==> src/rtl/esc_pkg.sv <==
package esc_pkg;
  localparam int STAT_W   = 8;
  localparam int BRK_POS  = 7;
  localparam int CAR_POS  = 3;

  typedef struct packed {
    logic brk;
    logic car;
  } esc_cond_t;

  function automatic logic [STAT_W-1:0] pack_status(esc_cond_t c);
    logic [STAT_W-1:0] b;
    b = '0;
    b[BRK_POS] = c.brk;
    b[CAR_POS] = c.car;
    return b;
  endfunction
endpackage

==> src/rtl/esc_break_det.sv <==
module esc_break_det #(
  parameter int FRAME_BITS = 10
) (
  input  logic clk,
  input  logic rst_n,
  input  logic rxd,
  input  logic bit_tick,
  output logic brk_live
);
  localparam int CW = $clog2(FRAME_BITS + 1);
  localparam logic [CW-1:0] LAST = CW'(FRAME_BITS - 1);

  logic [CW-1:0] low_cnt;

  always_ff @(posedge clk or negedge rst_n) begin
    if (!rst_n) begin
      low_cnt  <= '0;
      brk_live <= 1'b0;
    end else if (rxd) begin
      low_cnt  <= '0;
      brk_live <= 1'b0;
    end else if (bit_tick && !brk_live) begin
      if (low_cnt == LAST) begin
        brk_live <= 1'b1;
        low_cnt  <= '0;
      end else begin
        low_cnt <= low_cnt + 1'b1;
      end
    end
  end

  assert_break_rise_low_R4: assert property (@(posedge clk) disable iff (!rst_n)
    $rose(brk_live) |-> ($past(!rxd) && $past(bit_tick)));
  assert_break_fall_high_R4: assert property (@(posedge clk) disable iff (!rst_n)
    $fell(brk_live) |-> $past(rxd));
endmodule

==> src/rtl/esc_cd_filter.sv <==
module esc_cd_filter #(
  parameter int FILT_LEN = 4
) (
  input  logic clk,
  input  logic rst_n,
  input  logic pin_n,
  output logic car_live
);
  localparam int CW = (FILT_LEN > 1) ? $clog2(FILT_LEN) : 1;
  localparam logic [CW-1:0] LAST = CW'(FILT_LEN - 1);

  logic          level_q;
  logic [CW-1:0] run_cnt;

  always_ff @(posedge clk or negedge rst_n) begin
    if (!rst_n) begin
      level_q <= 1'b1;
      run_cnt <= '0;
    end else if (pin_n == level_q) begin
      run_cnt <= '0;
    end else if (run_cnt == LAST) begin
      level_q <= pin_n;
      run_cnt <= '0;
    end else begin
      run_cnt <= run_cnt + 1'b1;
    end
  end

  assign car_live = ~level_q;

  assert_filter_follows_pin_R3: assert property (@(posedge clk) disable iff (!rst_n)
    !$stable(level_q) |-> ($past(pin_n) == level_q));
endmodule

==> src/rtl/esc_stat_latch.sv <==
module esc_stat_latch
  import esc_pkg::*;
(
  input  logic      clk,
  input  logic      rst_n,
  input  esc_cond_t live,
  input  logic      int_en,
  input  logic      st_reset,
  output esc_cond_t held,
  output logic      pend
);
  always_ff @(posedge clk or negedge rst_n) begin
    if (!rst_n) begin
      held <= '0;
      pend <= 1'b0;
    end else if (!int_en || st_reset) begin
      held <= live;
      pend <= 1'b0;
    end else if (!pend && (live != held)) begin
      held <= live;
      pend <= 1'b1;
    end
  end

  assert_frozen_while_pending_R6: assert property (@(posedge clk) disable iff (!rst_n)
    (pend && int_en && !st_reset) |=> $stable(held));
  assert_disabled_no_irq_R9: assert property (@(posedge clk) disable iff (!rst_n)
    !int_en |=> !pend);
  assert_reset_clears_R7: assert property (@(posedge clk) disable iff (!rst_n)
    st_reset |=> !pend);
endmodule

==> src/rtl/esc_status_irq.sv <==
module esc_status_irq
  import esc_pkg::*;
#(
  parameter int FRAME_BITS = 10,
  parameter int FILT_LEN   = 4
) (
  input  logic              clk,
  input  logic              rst_n,
  input  logic              rxd,
  input  logic              bit_tick,
  input  logic              cd_pin_n,
  input  logic              int_en,
  input  logic              st_reset,
  output logic [STAT_W-1:0] status_byte,
  output logic              irq
);
  esc_cond_t live, held;
  logic      brk_live, car_live;

  esc_break_det #(.FRAME_BITS(FRAME_BITS)) u_brk (
    .clk(clk), .rst_n(rst_n), .rxd(rxd), .bit_tick(bit_tick), .brk_live(brk_live));

  esc_cd_filter #(.FILT_LEN(FILT_LEN)) u_cd (
    .clk(clk), .rst_n(rst_n), .pin_n(cd_pin_n), .car_live(car_live));

  always_comb begin
    live.brk = brk_live;
    live.car = car_live;
  end

  esc_stat_latch u_lat (
    .clk(clk), .rst_n(rst_n), .live(live), .int_en(int_en),
    .st_reset(st_reset), .held(held), .pend(irq));

  assign status_byte = pack_status(held);

  assert_irq_on_change_R5: assert property (@(posedge clk) disable iff (!rst_n)
    $rose(irq) |-> (status_byte != $past(status_byte)));
  assert_spare_bits_zero_R2: assert property (@(posedge clk) disable iff (!rst_n)
    (status_byte & ~8'h88) == 8'h00);
endmodule

==> config.mk <==
export PLATFORM = sky130hd
export DESIGN_NAME = esc_status_irq
export DESIGN_NICKNAME = d
export VERILOG_FILES = /design/src/rtl/esc_pkg.sv /design/src/rtl/esc_break_det.sv /design/src/rtl/esc_cd_filter.sv /design/src/rtl/esc_stat_latch.sv /design/src/rtl/esc_status_irq.sv
export SDC_FILE = /design/constraint.sdc
export NUM_CORES = 1
export LEC_CHECK = 0
export BUFFER_PORTS_ARGS = -buffer_cell sky130_fd_sc_hd__buf_2
export CORE_AREA = 2 2 39 41
export DETAILED_ROUTE_END_ITERATION = 12
export DIE_AREA = 0 0 41 43
export HOLD_SLACK_MARGIN = 0.12
export PLACE_DENSITY_LB_ADDON = 0.12
export SLEW_MARGIN = 20
export SYNTH_ARGS = -nofsm -noshare
export SYNTH_HDL_FRONTEND = slang
export SYNTH_SLANG_ARGS = --single-unit
==> constraint.sdc <==
create_clock -name clk -period 1.57 [get_ports clk]
set_input_delay 0 -clock clk [delete_from_list [all_inputs] [get_ports clk]]
set_output_delay 0 -clock clk [all_outputs]
set_load 0.1 [all_outputs]
==> qor.yml <==
outcome:
  status: "finished, final reports clean"
synth:
  avgSynthCellArea_sq_um: 10.7
  synthMuxAreaShare_pct: 3.96
  synth.yosys.warnings: 0
  synth_top_flop_cell: "dfrtp_1"
  synthXorXnorAreaFrac_pct: 4.63
  yosys.area_share.simple_pct: 19.6
  synth-compound-area-share_pct: 6.39
  synth_top_family_by_area: "simple AND/OR/NAND/NOR gates"
  synth_seq_cells: 11
  synth_cells: 53
  yosys.cell_types.count: 24
  synth_edf_count: 0
  syn-cell-area_sq_um: 568
  seq_area_frac_synth_pct: 48.7
  async_reset_ff_share_pct: 100
  synth_adder_area_share_pct: 6.61
sta:
  fin_setup_tns_ps: 0
  final.period_utilization_pct: 92.9
  finalHoldViolCount: 0
  slew_violations: 0
  clock.fmax_mhz: 685
  setup_violations: 0
  period_needed_ps: 1460
  rsz0062_at_grt: "false"
  hold_ws_ps: 140
  finClkSkew_ps: 3.94
cts:
  cts_buffers: 3
  htree_levels: 1
  insertion_delay_ps: 260
  clock_sinks: 11
  cts_tree: "built"
  path_clk_slew_ps: 70
  post_cts.repair.setup_buffers: 0
  ctsLongestPathBuffers: 2
  clockRootBuffer: "clkbuf_4"
critical_path:
  cp.required_ps: 1760
  critical_path.top_delay_family: "simple AND/OR/NAND/NOR gates"
  worst-setup-path-type: "reg -> reg"
  critPathArrivalTime_ps: 1650
  end_kind: "flip-flop"
  critPathBufInv: 1
  path_cells: "inv_1, ha_1, and3b_1, or4_1, a21oi_2"
  cp_max_fo: 5
  ff2ff_setup_slack_ps: 110
  start_kind: "flip-flop"
  crit_slowest_cell: "or4_1"
  critPathMaxStageDelay_ps: 420
placed_design:
  place_area_sq_um: 607
  io_buffers: 9
  gp_congestion: 0.663
  hpwl_microns: 662
finish:
  syn_to_final_growth_pct: 22.9
  multiInputGateArea_sq_um: 260
  antenna_cells: 0
  regArea_sq_um: 277
  n_fill_cell: 130
  postLayoutCoreUtil_pct: 50.5
  stdcell_area_sq_um: 698
  num-nets-final: 82
  drive_gt1_share_pct: 26.8
worst_hold_path:
  hold_class: "in -> async"
floorplanning:
  dieArea_sq_um: 1760
  start_util_pct: 41.0
  die_w_microns: 41
  io_pins: 16
  core_sq_um: 1380
  die_h_microns: 43
  fp-row-count: 14
power_and_ir_drop:
  p_per_area_nw_per_um2: 1390
  p_leak_nw: 0.334
  switching_share_pct: 43.1
  peakVddDrop_mv: 1.25
  power_mw: 0.968
  intPower_mw: 0.551
  pwr-share-clk_pct: 19.0
  seqPwrFrac_pct: 41.1
  power_switching_mw: 0.417
  p_comb_share_pct: 39.9
routing:
  first_iter_violations: 5
  vias: 405
  ant_nets: 0
  drc: 0
  avgRoutedWirePerCell_microns: 10.7
  dr.pass1.iters: 4
  routed_wl_microns: 930
  drt-vias-per-instance: 4.66
global_route:
  overflow: 0
  grt_pass1_vias: 397
  antenna_found_initial: 0
  grt_max_degree: 12
  grt_pass1_wl_microns: 1620
  grt_usage_pct: 13.7
run:
  drv_cap: 0
-- cells in the final DEF, fill, tap and decap left out --
cell type / n
nand3_1: 1
clkinv_2: 1
dlygate4sd3_1: 6
inv_1: 1
or3_1: 3
nand3b_1: 2
nor3_1: 2
clkbuf_4: 3
and3b_1: 1
ha_1: 3
dfstp_2: 1
mux2_2: 2
a31oi_1: 1
clkinvlp_2: 1
xor2_1: 1
buf_2: 9
dfrtp_1: 10
or4_1: 1
conb_1: 6
xnor2_1: 2
nor2_1: 2
o21ai_0: 1
a21oi_2: 1
nand2b_4: 1
nand2_1: 3
nor2b_1: 1
a21oi_1: 4
nor3b_1: 1
-- logic make-up (layout without fill, tap and decap cells) --
family          after synthesis  count (layout)
mux                           2               2
xor+xnor                      3               3
flops                        11              11
compound gates                7               7
buf+inv                       8              21
other cells                   1               6
fa+ha+maj                     3               3
simple gates                 18              18
-- area by class of cell --
| class | count | area share [%] |
|---|---|---|
| clock buffers | 3 | 3.23 |
| clock inverters | 1 | 0.717 |
| inverters | 2 | 1.25 |
| multi-input cells | 39 | 37.3 |
| flip-flops and latches | 11 | 39.6 |
| well taps | 16 | 2.87 |
| repair buffers | 15 | 15.1 |
-- repair_timing --
item | CTS | global route
hold endpoints to repair | 21 | 0
endpoints found under the setup margin | 0 | 1
resized for setup | 0 | 1
hold buffers | 6 | 0
-- synthesized netlist by cell type, drive strengths merged, types with 2 or more instances --
master | number | area (sq um)
nand2 | 3 | 11.3
nor3 | 2 | 10.0
dfrtp | 10 | 250
buf | 6 | 45.0
nand3b | 2 | 15.0
a21oi | 5 | 25.0
ha | 3 | 37.5
nor2 | 2 | 7.51
mux2 | 2 | 22.5
xnor2 | 2 | 17.5
or3 | 3 | 18.8
-- state kept, by name (all words and copies together) (netlist names) --
register and flops:
u_brk.brk_live 1, u_brk.low_cnt 4, u_cd.level_q 1, u_cd.run_cnt 2
u_lat.held 2, u_lat.pend 1
-- routing by layer --
metal  part of all wire (%)  up-vias  GRT usage [%]
met5                      0        -              0
met4                      0        0           6.00
met3                    3.7        0           3.14
met2                     53        7           21.3
met1                     44      193           17.5
li1                       -      205              -
-- worst paths after layout --
| path | start | end | depth (start not counted) |
|---|---|---|---|
| max | u_brk.low_cnt[1]$_DFFE_PN0P_ | u_brk.low_cnt[2]$_DFFE_PN0P_ | 5 |
| min | rst_n | u_lat.held[0]$_DFFE_PN0P_ | 2 |
| max reg2reg | u_brk.low_cnt[1]$_DFFE_PN0P_ | u_brk.low_cnt[2]$_DFFE_PN0P_ | 5 |
| min reg2reg | u_cd.run_cnt[0]$_DFF_PN0_ | u_cd.run_cnt[0]$_DFF_PN0_ | 1 |
| max in group asynchronous | rst_n | u_cd.level_q$_DFFE_PN1P_ | 2 |
| min in group clk | u_cd.run_cnt[0]$_DFF_PN0_ | u_cd.run_cnt[0]$_DFF_PN0_ | 1 |
-- stage by stage --
stage,instances,setup slack (ps)
finish,87,111
floorplan,58,10.4
CTS,87,100
global route,87,9.01
detailed placement,77,120
global placement,77,178
-- power by group through the flow --
stage | logic [mW] | clock network (mW) | registers, mW
final | 0.386 | 0.184 | 0.398
after global routing | 0.411 | 0.216 | 0.406
after CTS | 0.390 | 0.194 | 0.399
after detailed placement | 0.378 | 0 | 0.404
after global placement | 0.375 | 0 | 0.402
after floorplan | 0.187 | 0 | 0.542
(Power assumes the default switching activity.)
